`config.mk`:
```
export PLATFORM = sky130hd
export DESIGN_NAME = alu_inv32
export DESIGN_NICKNAME = d
export VERILOG_FILES = /design/src/rtl/alu_inv_pkg.sv /design/src/rtl/alu_operand_cond.sv /design/src/rtl/alu_ripple_add.sv /design/src/rtl/alu_result_mux.sv /design/src/rtl/alu_inv32.sv
export SDC_FILE = /design/constraint.sdc
export NUM_CORES = 1
export LEC_CHECK = 0
export BUFFER_PORTS_ARGS = -buffer_cell sky130_fd_sc_hd__buf_2
export CAP_MARGIN = 10
export CORE_ASPECT_RATIO = 1.25
export CORE_MARGIN = 2
export CORE_UTILIZATION = 45
export DETAILED_ROUTE_END_ITERATION = 8
export PLACE_DENSITY = 0.81
export REMOVE_ABC_BUFFERS = 1
export SLEW_MARGIN = 20
export SYNTH_ARGS = -nofsm -noshare
export SYNTH_HDL_FRONTEND = slang
export SYNTH_HIERARCHICAL = 1
export SYNTH_SLANG_ARGS = --single-unit
export TNS_END_PERCENT = 100
```
`constraint.sdc`:
```
create_clock -name vclk -period 14.4
set_input_delay 0 -clock vclk [all_inputs]
set_output_delay 0 -clock vclk [all_outputs]
set_load 0.05 [all_outputs]
```
`src/rtl/alu_inv_pkg.sv`:
```
package alu_inv_pkg;
  typedef enum logic [1:0] {
    OP_AND  = 2'b00,
    OP_OR   = 2'b01,
    OP_SUM  = 2'b10,
    OP_LESS = 2'b11
  } op_sel_e;
endpackage

```
`src/rtl/alu_operand_cond.sv`:
```
module alu_operand_cond #(
  parameter int unsigned W = 32
) (
  input  logic [W-1:0] data_i,
  input  logic         inv_i,
  output logic [W-1:0] data_o
);
  assign data_o = data_i ^ {W{inv_i}};

  always_comb begin
    if (inv_i) begin
      p_cond_inv_r4: assert ((data_o & data_i) == '0)
        else $error("conditioned operand not complemented");
    end
  end
endmodule

```
`src/rtl/alu_ripple_add.sv`:
```
module alu_ripple_add #(
  parameter int unsigned W = 32
) (
  input  logic [W-1:0] a_i,
  input  logic [W-1:0] b_i,
  input  logic         cin_i,
  output logic [W-1:0] sum_o,
  output logic         ovf_o
);
  logic [W:0] carry;

  assign carry[0] = cin_i;

  for (genvar i = 0; i < W; i++) begin : g_bit
    assign sum_o[i]     = a_i[i] ^ b_i[i] ^ carry[i];
    assign carry[i+1]   = (a_i[i] & b_i[i]) | (carry[i] & (a_i[i] ^ b_i[i]));
  end

  // signed overflow: carry into MSB differs from carry out of MSB
  assign ovf_o = carry[W] ^ carry[W-1];

  always_comb begin
    p_sum_ok_r3: assert ({carry[W], sum_o} ==
                         ({1'b0, a_i} + {1'b0, b_i} + {{W{1'b0}}, cin_i}))
      else $error("ripple sum mismatch");
  end
endmodule

```
`src/rtl/alu_result_mux.sv`:
```
module alu_result_mux
  import alu_inv_pkg::*;
#(
  parameter int unsigned W = 32
) (
  input  logic [W-1:0] a_c_i,
  input  logic [W-1:0] b_c_i,
  input  logic [W-1:0] sum_i,
  input  logic         less_i,
  input  op_sel_e      op_i,
  output logic [W-1:0] result_o
);
  logic [W-1:0] and_w;
  logic [W-1:0] or_w;
  logic [W-1:0] less_w;

  assign and_w  = a_c_i & b_c_i;
  assign or_w   = a_c_i | b_c_i;
  assign less_w = {{(W-1){1'b0}}, less_i};

  always_comb begin
    unique case (op_i)
      OP_AND:  result_o = and_w;
      OP_OR:   result_o = or_w;
      OP_SUM:  result_o = sum_i;
      OP_LESS: result_o = less_w;
      default: result_o = '0;
    endcase
  end

  always_comb begin
    if (op_i == OP_AND) begin
      p_and_subset_r1: assert (((result_o & ~a_c_i) == '0) && ((result_o & ~b_c_i) == '0))
        else $error("and result has bits outside operands");
    end
    if (op_i == OP_OR) begin
      p_or_cover_r2: assert (((result_o & a_c_i) == a_c_i) && ((result_o & b_c_i) == b_c_i))
        else $error("or result misses operand bits");
    end
    if (op_i == OP_LESS) begin
      p_less_bool_r5: assert (result_o[W-1:1] == '0)
        else $error("less result not boolean");
    end
  end
endmodule

```
`src/rtl/alu_inv32.sv`:
```
module alu_inv32
  import alu_inv_pkg::*;
#(
  parameter int unsigned W = 32
) (
  input  logic [W-1:0] a_i,
  input  logic [W-1:0] b_i,
  input  logic         a_inv_i,
  input  logic         b_inv_i,
  input  logic [1:0]   op_sel_i,
  output logic [W-1:0] result_o,
  output logic         zero_o,
  output logic         ovf_o
);
  localparam int unsigned MSB = W - 1;

  op_sel_e      op;
  logic [W-1:0] a_c;
  logic [W-1:0] b_c;
  logic [W-1:0] sum;
  logic         add_ovf;
  logic         less;

  assign op = op_sel_e'(op_sel_i);

  alu_operand_cond #(.W(W)) u_cond_a (.data_i(a_i), .inv_i(a_inv_i), .data_o(a_c));
  alu_operand_cond #(.W(W)) u_cond_b (.data_i(b_i), .inv_i(b_inv_i), .data_o(b_c));

  // carry-in follows B inversion: A + ~B + 1 = A - B
  alu_ripple_add #(.W(W)) u_add (
    .a_i   (a_c),
    .b_i   (b_c),
    .cin_i (b_inv_i),
    .sum_o (sum),
    .ovf_o (add_ovf)
  );

  // true sign of the sum, corrected when it wrapped
  assign less = sum[MSB] ^ add_ovf;

  alu_result_mux #(.W(W)) u_mux (
    .a_c_i    (a_c),
    .b_c_i    (b_c),
    .sum_i    (sum),
    .less_i   (less),
    .op_i     (op),
    .result_o (result_o)
  );

  assign zero_o = ~|result_o;
  assign ovf_o  = (op == OP_SUM) & add_ovf;

  always_comb begin
    p_zero_flag_r6: assert (zero_o == ($countones(result_o) == 0))
      else $error("zero flag disagrees with result");
    if (op != OP_SUM) begin
      p_no_overflow_r8: assert (!ovf_o) else $error("overflow outside sum path");
    end
    if (ovf_o) begin
      p_ovf_sign_r7: assert ((a_c[MSB] == b_c[MSB]) && (result_o[MSB] != a_c[MSB]))
        else $error("overflow without sign violation");
    end
    if (a_inv_i && b_inv_i && op == OP_AND) begin
      p_nor_r4: assert (result_o == ~(a_i | b_i)) else $error("nor mismatch");
    end
    if (!a_inv_i && b_inv_i && op == OP_LESS) begin
      p_slt_order_r5: assert (result_o[0] == ($signed(a_i) < $signed(b_i)))
        else $error("slt order mismatch");
    end
  end
endmodule

```
==> flow_metrics.py, run 1 <==
metrics = {
    "global_routing": {
        "grt_usage_pct": 19.72,
        "grt_first_pass_wirelength_mm": 8.597,
        "grt_overflow": 0,
        "pin_count_of_the_biggest_net_entering_global_routing": 36,
        "number_of_global_route_vias_before_repair": 1955,
        "grt_antenna_before_repair": 0,
    },
    "routing": {
        "num_vias": 1854,
        "remaining_drc_errors": 0,
        "final_antenna_net_count": 0,
        "detailed_route_wire_length_per_cell_um": 15.24,
        "drc_violation_total_after_the_first_tritonroute_iteration": 43,
        "drt-vias-per-instance": 5.312,
        "drt_first_pass_iters": 5,
        "wirelength_mm": 5.320,
    },
    "power": {
        "vdd.ir_drop.worst_mv": 0.05219,
        "leakage_power_uw": 0.001244,
        "post-layout-total-power_uw": 208.1,
        "power_per_cell_area_mw_per_mm2": 79.07,
    },
    "timing": {
        "fmax_mhz": 71.84,
        "totalNegativeSetupSlack_ns": 0,
        "timing_hold_violations_final": 0,
        "max_slew_margin_pct": 29.82,
        "worst_slack_ns": 0.4802,
        "setup_viol": 0,
        "drv_slew": 0,
        "finalCritPeriodShare_pct": 96.67,
        "setup_repair_after_global_routing_missed_its_margin": "false",
        "period_minus_slack_ns": 13.92,
        "worst_pin_slew_ns": 1.052,
    },
    "worst_setup_path": {
        "path_common_cell": "sky130_fd_sc_hd__fa_1",
        "cp_slowest_cell": "sky130_fd_sc_hd__fa_1",
        "crit_path_start_kind": "input pin",
        "cp.arrival_ns": 13.92,
        "timing.setup.critical_path_class": "in2out",
        "critical-path-max-stage-delay_ns": 0.41,
        "worstSetupStartpoint": "b_inv_i",
        "crit_path_max_fanout": 5,
        "cp.required_ns": 14.40,
        "critPathCaptureType": "output pin",
    },
    "final_layout": {
        "area_delta_synth_final_pct": 20.10,
        "count_of_non_filler_cells_in_the_finished_layout": 349,
        "seq_cells": 0,
        "regArea_um2": 0,
        "insertedDiodeCount": 0,
        "highest_count_cells_in_the_layout_ignoring_fill_and_taps": "101 x sky130_fd_sc_hd__buf_2, 66 x sky130_fd_sc_hd__xor2_1, 31 x sky130_fd_sc_hd__a22o_1, 28 x sky130_fd_sc_hd__maj3_2, 24 x sky130_fd_sc_hd__fa_1",
        "nets": 391,
        "most_common_cell_after_layout_fill_and_taps_aside": "sky130_fd_sc_hd__buf_2",
        "stdcell_area_mm2": 0.002631,
        "clock_buffer_count": 0,
        "post_route_cells_drive_above_1_share_pct": 50.52,
    },
    "worst_hold_path": {
        "worst_hold_path_type": "in2out",
        "hold_depth": 3,
        "worstHoldStart": "op_sel_i[1]",
        "hold_end": "ovf_o",
    },
    "synth": {
        "yosys.cell_types.count": 20,
        "syn_inst": 201,
        "yosysWarnings": 6,
        "avgSynthCellArea_um2": 10.90,
        "syn_area_mm2": 0.002191,
        "yosysSeqAreaShare_pct": 0,
    },
    "die": {
        "die-width_um": 66.41,
        "starting_utilization_of_the_core_area_pct": 46.32,
        "coreArea_mm2": 0.004730,
        "design.die.area_mm2": 0.005446,
        "floorplan.io_pins": 102,
        "num_rows": 28,
        "die_h_um": 82.01,
    },
    "place": {
        "dp_slack_ns": -0.05076,
        "numPortBuffers": 102,
        "number_of_cells_after_detailed_placement": 349,
        "gpl.final_weighted_congestion": 0.7593,
        "dpl-instance-area_mm2": 0.002592,
        "detailed_place_hpwl_mm": 4.249,
    },
    "job": {
        "max-cap-violations": 0,
    },
    "outcome": {
        "run_status": "completed",
    },
    "cts": {
        "ctsHoldBuffers": 0,
    },
}
==> Yosys cell counts (all sizes together) <==
master / n / area share, %
fa: 32 / 29
nor2: 1 / 0.17
nor4: 8 / 2.6
nor2b: 1 / 0.40
xor2: 66 / 26
a22o: 31 / 12
buf: 15 / 9.3
inv: 6 / 1.0
nand4: 2 / 0.57
o21bai: 1 / 0.34
a21oi: 1 / 0.23
o22ai: 1 / 0.29
maj3: 31 / 16
and3b: 1 / 0.40
mux2i: 1 / 0.46
clkbuf: 3 / 0.51
==> worst max path at each step <==
| stage | cells after the start | to | slack (ns) |
|---|---|---|---|
| final | 44 | zero_o | 0.48 |
| after global routing | 44 | zero_o | 0.04 |
| after CTS | 44 | zero_o | 0.03 |
| after detailed placement | 44 | zero_o | -0.05 |
| after global placement | 44 | zero_o | 0.12 |
| after floorplan | 42 | zero_o | 0.23 |
==> report_power, final <==
group	leakage (uW)	switching (uW)	internal (uW)
clock network	0	0	0
logic	0.00124	134	74.0
registers	0	0	0
total	0.00124	134	74.0
==> per-layer routing <==
layer	track usage (%)	vias up	part of all wire (%)	wire length (um)
met5	0	-	0	0
met4	1.633	0	0.15	8
met3	0.8219	4	4.7	249
met2	39.40	66	55	2952
met1	23.89	905	40	2109
li1	-	879	-	-
==> critical path: cells and delay by family <==
kind | cells | cell delay, ns
buffers and inverters | 4 | 0.46
xor gates and xnor gates | 3 | 0.57
and+or+nand+nor | 3 | 0.48
AOI/OAI and AO/OA | 1 | 0.13
muxes | 1 | 0.19
adders and majority gates | 32 | 12.06
==> layout make-up <==
class | count | area, um2
Fill cell | 457 | 2098
Inverter | 6 | 22.52
Multi-Input combinational cell | 177 | 1987
Tap cell | 60 | 75.07
Timing Repair Buffer | 106 | 546.8
==> cells by family after synthesis <==
kind of cell | after synthesis | share of synthesized area, %
buf+inv | 24 | 10.79
mux | 1 | 0.4569
xor+xnor | 66 | 26.38
fa+ha+maj | 63 | 45.00
compound gates | 34 | 13.25
simple gates | 13 | 4.112
==> stage by stage <==
stage	hold WS, ns	util (%)
6_report	0.4816	55.63
5_1_grt	0.4943	55.63
4_1_cts	0.4796	55.13
3_5_place_dp	0.4723	54.81
3_3_place_gp	0.4751	54.81
2_1_floorplan	0.3144	-
==> timing repair <==
action | 4_1_cts | 5_1_grt
setup buffers | 0 | 0
pin swaps | 1 | 1
resized for setup | 4 | 8
setup endpoints to repair | 1 | 2
Note: power is estimated with default switching activity, not from simulation.
==> inputs of run 2 (changes only) <==
CORE_UTILIZATION = 35   (was 45)
PLACE_DENSITY = 0.65   (was 0.81)
==> run 2 against run 1 <==
Net effect:
- combinational power about the same
- non-clock buffer count increased by 1
- die area up 27%
- via count fell by 0.43%
- utilization shrank 12 points
- first-iteration DRC count rose by 7.0%
- sequential share of layout area did not move
- final cell count is 7.4% higher
- total power is 0.15% higher
==> flow_metrics.py, run 2 (synthesized netlist as in run 1, its figures left out) <==
metrics = {
    "final_layout": {
        "nets": 392,
        "highest_count_cells_in_the_layout_ignoring_fill_and_taps": "101 x sky130_fd_sc_hd__buf_2, 66 x sky130_fd_sc_hd__xor2_1, 31 x sky130_fd_sc_hd__a22o_1, 28 x sky130_fd_sc_hd__maj3_2, 23 x sky130_fd_sc_hd__fa_1",
        "seq_cells": 0,
        "regArea_um2": 0,
        "insertedDiodeCount": 0,
        "most_common_cell_after_layout_fill_and_taps_aside": "sky130_fd_sc_hd__buf_2",
        "area_delta_synth_final_pct": 21.99,
        "total_of_fill_cells_in_the_finished_design": 622,
        "multi_input_comb_area_mm2": 0.001989,
        "clock_buffer_count": 0,
        "post_route_cells_drive_above_1_share_pct": 51.03,
    },
    "timing": {
        "setup_viol": 0,
        "finalCritPeriodShare_pct": 96.35,
        "drv_slew": 0,
        "period_minus_slack_ns": 13.87,
        "fmax_mhz": 72.08,
        "worst_pin_slew_ns": 0.9740,
        "timing_hold_violations_final": 0,
        "totalNegativeSetupSlack_ns": 0,
        "setup_repair_after_global_routing_missed_its_margin": "false",
        "max_slew_margin_pct": 34.67,
    },
    "worst_setup_path": {
        "timing.setup.critical_path_class": "in2out",
        "crit_path_max_fanout": 3,
        "path_common_cell": "sky130_fd_sc_hd__fa_1",
        "cp.required_ns": 14.40,
        "cp.arrival_ns": 13.87,
        "critPathCaptureType": "output pin",
        "critical-path-max-stage-delay_ns": 0.41,
        "crit_path_start_kind": "input pin",
        "critPathTopFamily": "adder cells",
        "cp.depth": 44,
        "path_buf_inv": 4,
        "cp_slowest_cell": "sky130_fd_sc_hd__fa_2",
    },
    "routing": {
        "drc_violation_total_after_the_first_tritonroute_iteration": 46,
        "remaining_drc_errors": 0,
        "detailed_route_wire_length_per_cell_um": 15.02,
        "drt-vias-per-instance": 4.923,
        "wirelength_mm": 5.631,
        "num_vias": 1846,
        "final_antenna_net_count": 0,
        "drt_first_pass_iters": 5,
    },
    "power": {
        "power_per_cell_area_mw_per_mm2": 77.97,
        "leakage_power_uw": 0.001244,
        "post-layout-total-power_uw": 208.4,
        "vdd.ir_drop.worst_mv": 0.04532,
    },
    "job": {
        "max-cap-violations": 0,
    },
    "die": {
        "die_h_um": 92.46,
        "starting_utilization_of_the_core_area_pct": 35.76,
        "die-width_um": 74.77,
        "coreArea_mm2": 0.006126,
        "num_rows": 32,
        "design.die.area_mm2": 0.006912,
        "floorplan.io_pins": 102,
    },
    "cts": {
        "ctsHoldBuffers": 0,
    },
    "global_routing": {
        "grt_overflow": 0,
        "grt_first_pass_wirelength_mm": 8.921,
        "grt_usage_pct": 15.99,
        "pin_count_of_the_biggest_net_entering_global_routing": 36,
        "number_of_global_route_vias_before_repair": 1918,
        "grt_antenna_before_repair": 0,
    },
    "place": {
        "detailed_place_hpwl_mm": 4.359,
        "gpl.final_weighted_congestion": 0.8317,
        "numPortBuffers": 102,
    },
    "outcome": {
        "run_status": "completed",
    },
    "worst_hold_path": {
        "hold_depth": 3,
        "worst_hold_path_type": "in2out",
    },
}
run 2: power breakdown:
part / switching [uW] / internal (uW)
Sequential: 0 / 0
Clock: 0 / 0
Combinational: 134 / 74.2
run 2: final cells by class:
cell class         instances  area share [%]
inverters                  6          0.8427
multi-input cells        177           74.44
well taps                 85           3.979
repair buffers           107           20.74
run 2: repair_timing:
item                                    4_1_cts  5_1_grt
endpoints found under the hold margin         0        0
endpoints found under the setup margin        1        2
resized for setup                             5        8
setup buffers                                 0        0
pin swaps                                     2        2
run 2: path summary, 6_finish.rpt:
| kind | start | endpoint | slack, ns |
|---|---|---|---|
| setup / recovery | a_inv_i | zero_o | 0.53 |
| hold / removal | op_sel_i[1] | ovf_o | 0.49 |
run 2: routing by layer:
| metal | routed length (um) | vias up | global-route usage, % |
|---|---|---|---|
| met5 | 0 | - | 0 |
| met3 | 299 | 4 | 1.197 |
| met2 | 2838 | 64 | 27.73 |
| met1 | 2458 | 897 | 22.51 |
| li1 | - | 881 | - |
| met4 | 35 | 0 | 1.042 |
run 2: metrics by stage:
stage               util [%]  hold WS (ns)  setup slack [ns]  instance area, um2  cells
floorplan                  -        0.3144            0.2269                1977    183
global placement       42.95        0.4928            0.1397                2631    375
detailed placement     42.95        0.4890          -0.09179                2631    375
CTS                    43.24        0.4893          0.006546                2649    375
global route           43.63        0.4938           0.02945                2673    375
finish                 43.63        0.4920            0.5260                2673    375
==> inputs of run 3 (changes only) <==
RECOVER_POWER = 25   (was not set)
==> run 3 against run 2 <==
Net effect:
- sequential share of layout area did not move
- non-clock buffer count unchanged
- cell area fell by 0.37%
- die area did not move
- worst hold slack unchanged
- first-iteration DRC count is 4.3% lower
- critical path depth is the same
- combinational power barely moved
- final cell count stayed put
- routed wire length hardly changed
- clock-buffer cell count unchanged
- via count is essentially flat
==> flow_metrics.py, run 3 (synthesized netlist as in run 1, its figures left out) <==
metrics = {
    "outcome": {
        "run_status": "completed",
    },
    "global_routing": {
        "grt_usage_pct": 15.99,
        "grt_first_pass_wirelength_mm": 8.921,
        "grt_antenna_before_repair": 0,
        "number_of_global_route_vias_before_repair": 1918,
        "grt_overflow": 0,
        "pin_count_of_the_biggest_net_entering_global_routing": 36,
    },
    "worst_hold_path": {
        "worst_hold_path_type": "in2out",
    },
    "die": {
        "num_rows": 32,
        "design.die.area_mm2": 0.006912,
        "starting_utilization_of_the_core_area_pct": 35.76,
        "coreArea_mm2": 0.006126,
        "die_h_um": 92.46,
        "die-width_um": 74.77,
        "floorplan.io_pins": 102,
    },
    "final_layout": {
        "insertedDiodeCount": 0,
        "nets": 392,
        "highest_count_cells_in_the_layout_ignoring_fill_and_taps": "93 x sky130_fd_sc_hd__buf_2, 66 x sky130_fd_sc_hd__xor2_1, 31 x sky130_fd_sc_hd__a22o_1, 28 x sky130_fd_sc_hd__maj3_2, 23 x sky130_fd_sc_hd__fa_1",
        "seq_cells": 0,
        "clock_buffer_count": 0,
        "total_of_fill_cells_in_the_finished_design": 623,
        "regArea_um2": 0,
        "most_common_cell_after_layout_fill_and_taps_aside": "sky130_fd_sc_hd__buf_2",
        "multi_input_comb_area_mm2": 0.001989,
        "area_delta_synth_final_pct": 21.53,
        "post_route_cells_drive_above_1_share_pct": 48.28,
    },
    "routing": {
        "detailed_route_wire_length_per_cell_um": 15.02,
        "drt_first_pass_iters": 5,
        "wl_met2_mm": 2.835,
        "drc_violation_total_after_the_first_tritonroute_iteration": 44,
        "routed_metal_1_wire_length_mm": 2.470,
        "final_antenna_net_count": 0,
        "met3_wire_length_um": 291,
        "drt-vias-per-instance": 4.920,
        "maxUsedRoutingLayer": "met4",
        "wirelength_mm": 5.632,
        "num_vias": 1845,
        "remaining_drc_errors": 0,
    },
    "power": {
        "leakage_power_uw": 0.001218,
        "vdd.ir_drop.worst_mv": 0.04467,
        "power_per_cell_area_mw_per_mm2": 77.85,
        "post-layout-total-power_uw": 207.3,
    },
    "job": {
        "max-cap-violations": 0,
    },
    "place": {
        "gpl.final_weighted_congestion": 0.8317,
        "dp_slack_ns": -0.09179,
        "numPortBuffers": 102,
        "detailed_place_hpwl_mm": 4.359,
    },
    "timing": {
        "worst_slack_ns": 0.5263,
        "finalCritPeriodShare_pct": 96.35,
        "max_slew_margin_pct": 34.80,
        "timing_hold_violations_final": 0,
        "totalNegativeSetupSlack_ns": 0,
        "period_minus_slack_ns": 13.87,
        "drv_slew": 0,
        "worst_pin_slew_ns": 0.9720,
        "setup_repair_after_global_routing_missed_its_margin": "false",
        "setup_viol": 0,
        "fmax_mhz": 72.08,
        "fin_worst_hold_slack_ns": 0.4920,
    },
    "worst_setup_path": {
        "critPathCaptureType": "output pin",
        "cp.arrival_ns": 13.87,
        "timing.setup.critical_path_class": "in2out",
        "cp_slowest_cell": "sky130_fd_sc_hd__fa_2",
        "crit_path_max_fanout": 3,
        "critical-path-max-stage-delay_ns": 0.41,
        "cp.required_ns": 14.40,
        "path_common_cell": "sky130_fd_sc_hd__fa_1",
        "crit_path_start_kind": "input pin",
    },
    "cts": {
        "cts.repair_timing.setup_buffer_count": 0,
    },
}
## run 3: cell count changes in the layout (fill, tap and decap cells not counted), sizes merged
cell    previous run  this run
buf              107        99
clkbuf             0         8
## run 3: final cells by class
type	count	share of cell area, %
multi-input cells	177	74.72
repair buffers	107	20.44
well taps	85	3.994
inverters	6	0.8459
## run 3: final timing paths
path / startpoint / endpoint / slack, ns / depth (start not counted)
setup / recovery: a_inv_i / zero_o / 0.53 / 44
hold / removal: op_sel_i[1] / ovf_o / 0.49 / 3
## run 3: stage by stage
stage / cells / util, % / area, um2
after floorplan: 183 / - / 1977
after detailed placement: 375 / 42.95 / 2631
after CTS: 375 / 43.24 / 2649
after global routing: 375 / 43.46 / 2663
final: 375 / 43.46 / 2663
after global placement: 375 / 42.95 / 2631
## run 3: worst max-delay path: cells and delay by family
kind            cells  cell delay, ns
xor+xnor            3            0.56
mux                 1            0.17
compound gates      1            0.12
buf+inv             4            0.43
fa+ha+maj          32           12.09
simple gates        3            0.50
## run 3: layer usage
| layer | GRT usage, % | vias up |
|---|---|---|
| li1 | - | 881 |
| met5 | 0 | - |
| met4 | 1.042 | 0 |
| met1 | 22.51 | 896 |
| met3 | 1.197 | 4 |
| met2 | 27.73 | 64 |
## run 3: power breakdown
group | switching (uW) | internal, uW | total (uW)
registers | 0 | 0 | 0
clock network | 0 | 0 | 0
logic | 134 | 73.1 | 207
total | 134 | 73.1 | 207
## run 3: repair_timing
item / 4_1_cts / 5_1_grt
gates resized for setup: 5 / 8
endpoints found under the setup margin: 1 / 2
pin swaps: 2 / 2
gates cloned: 0 / 0
hold buffers: 0 / 0
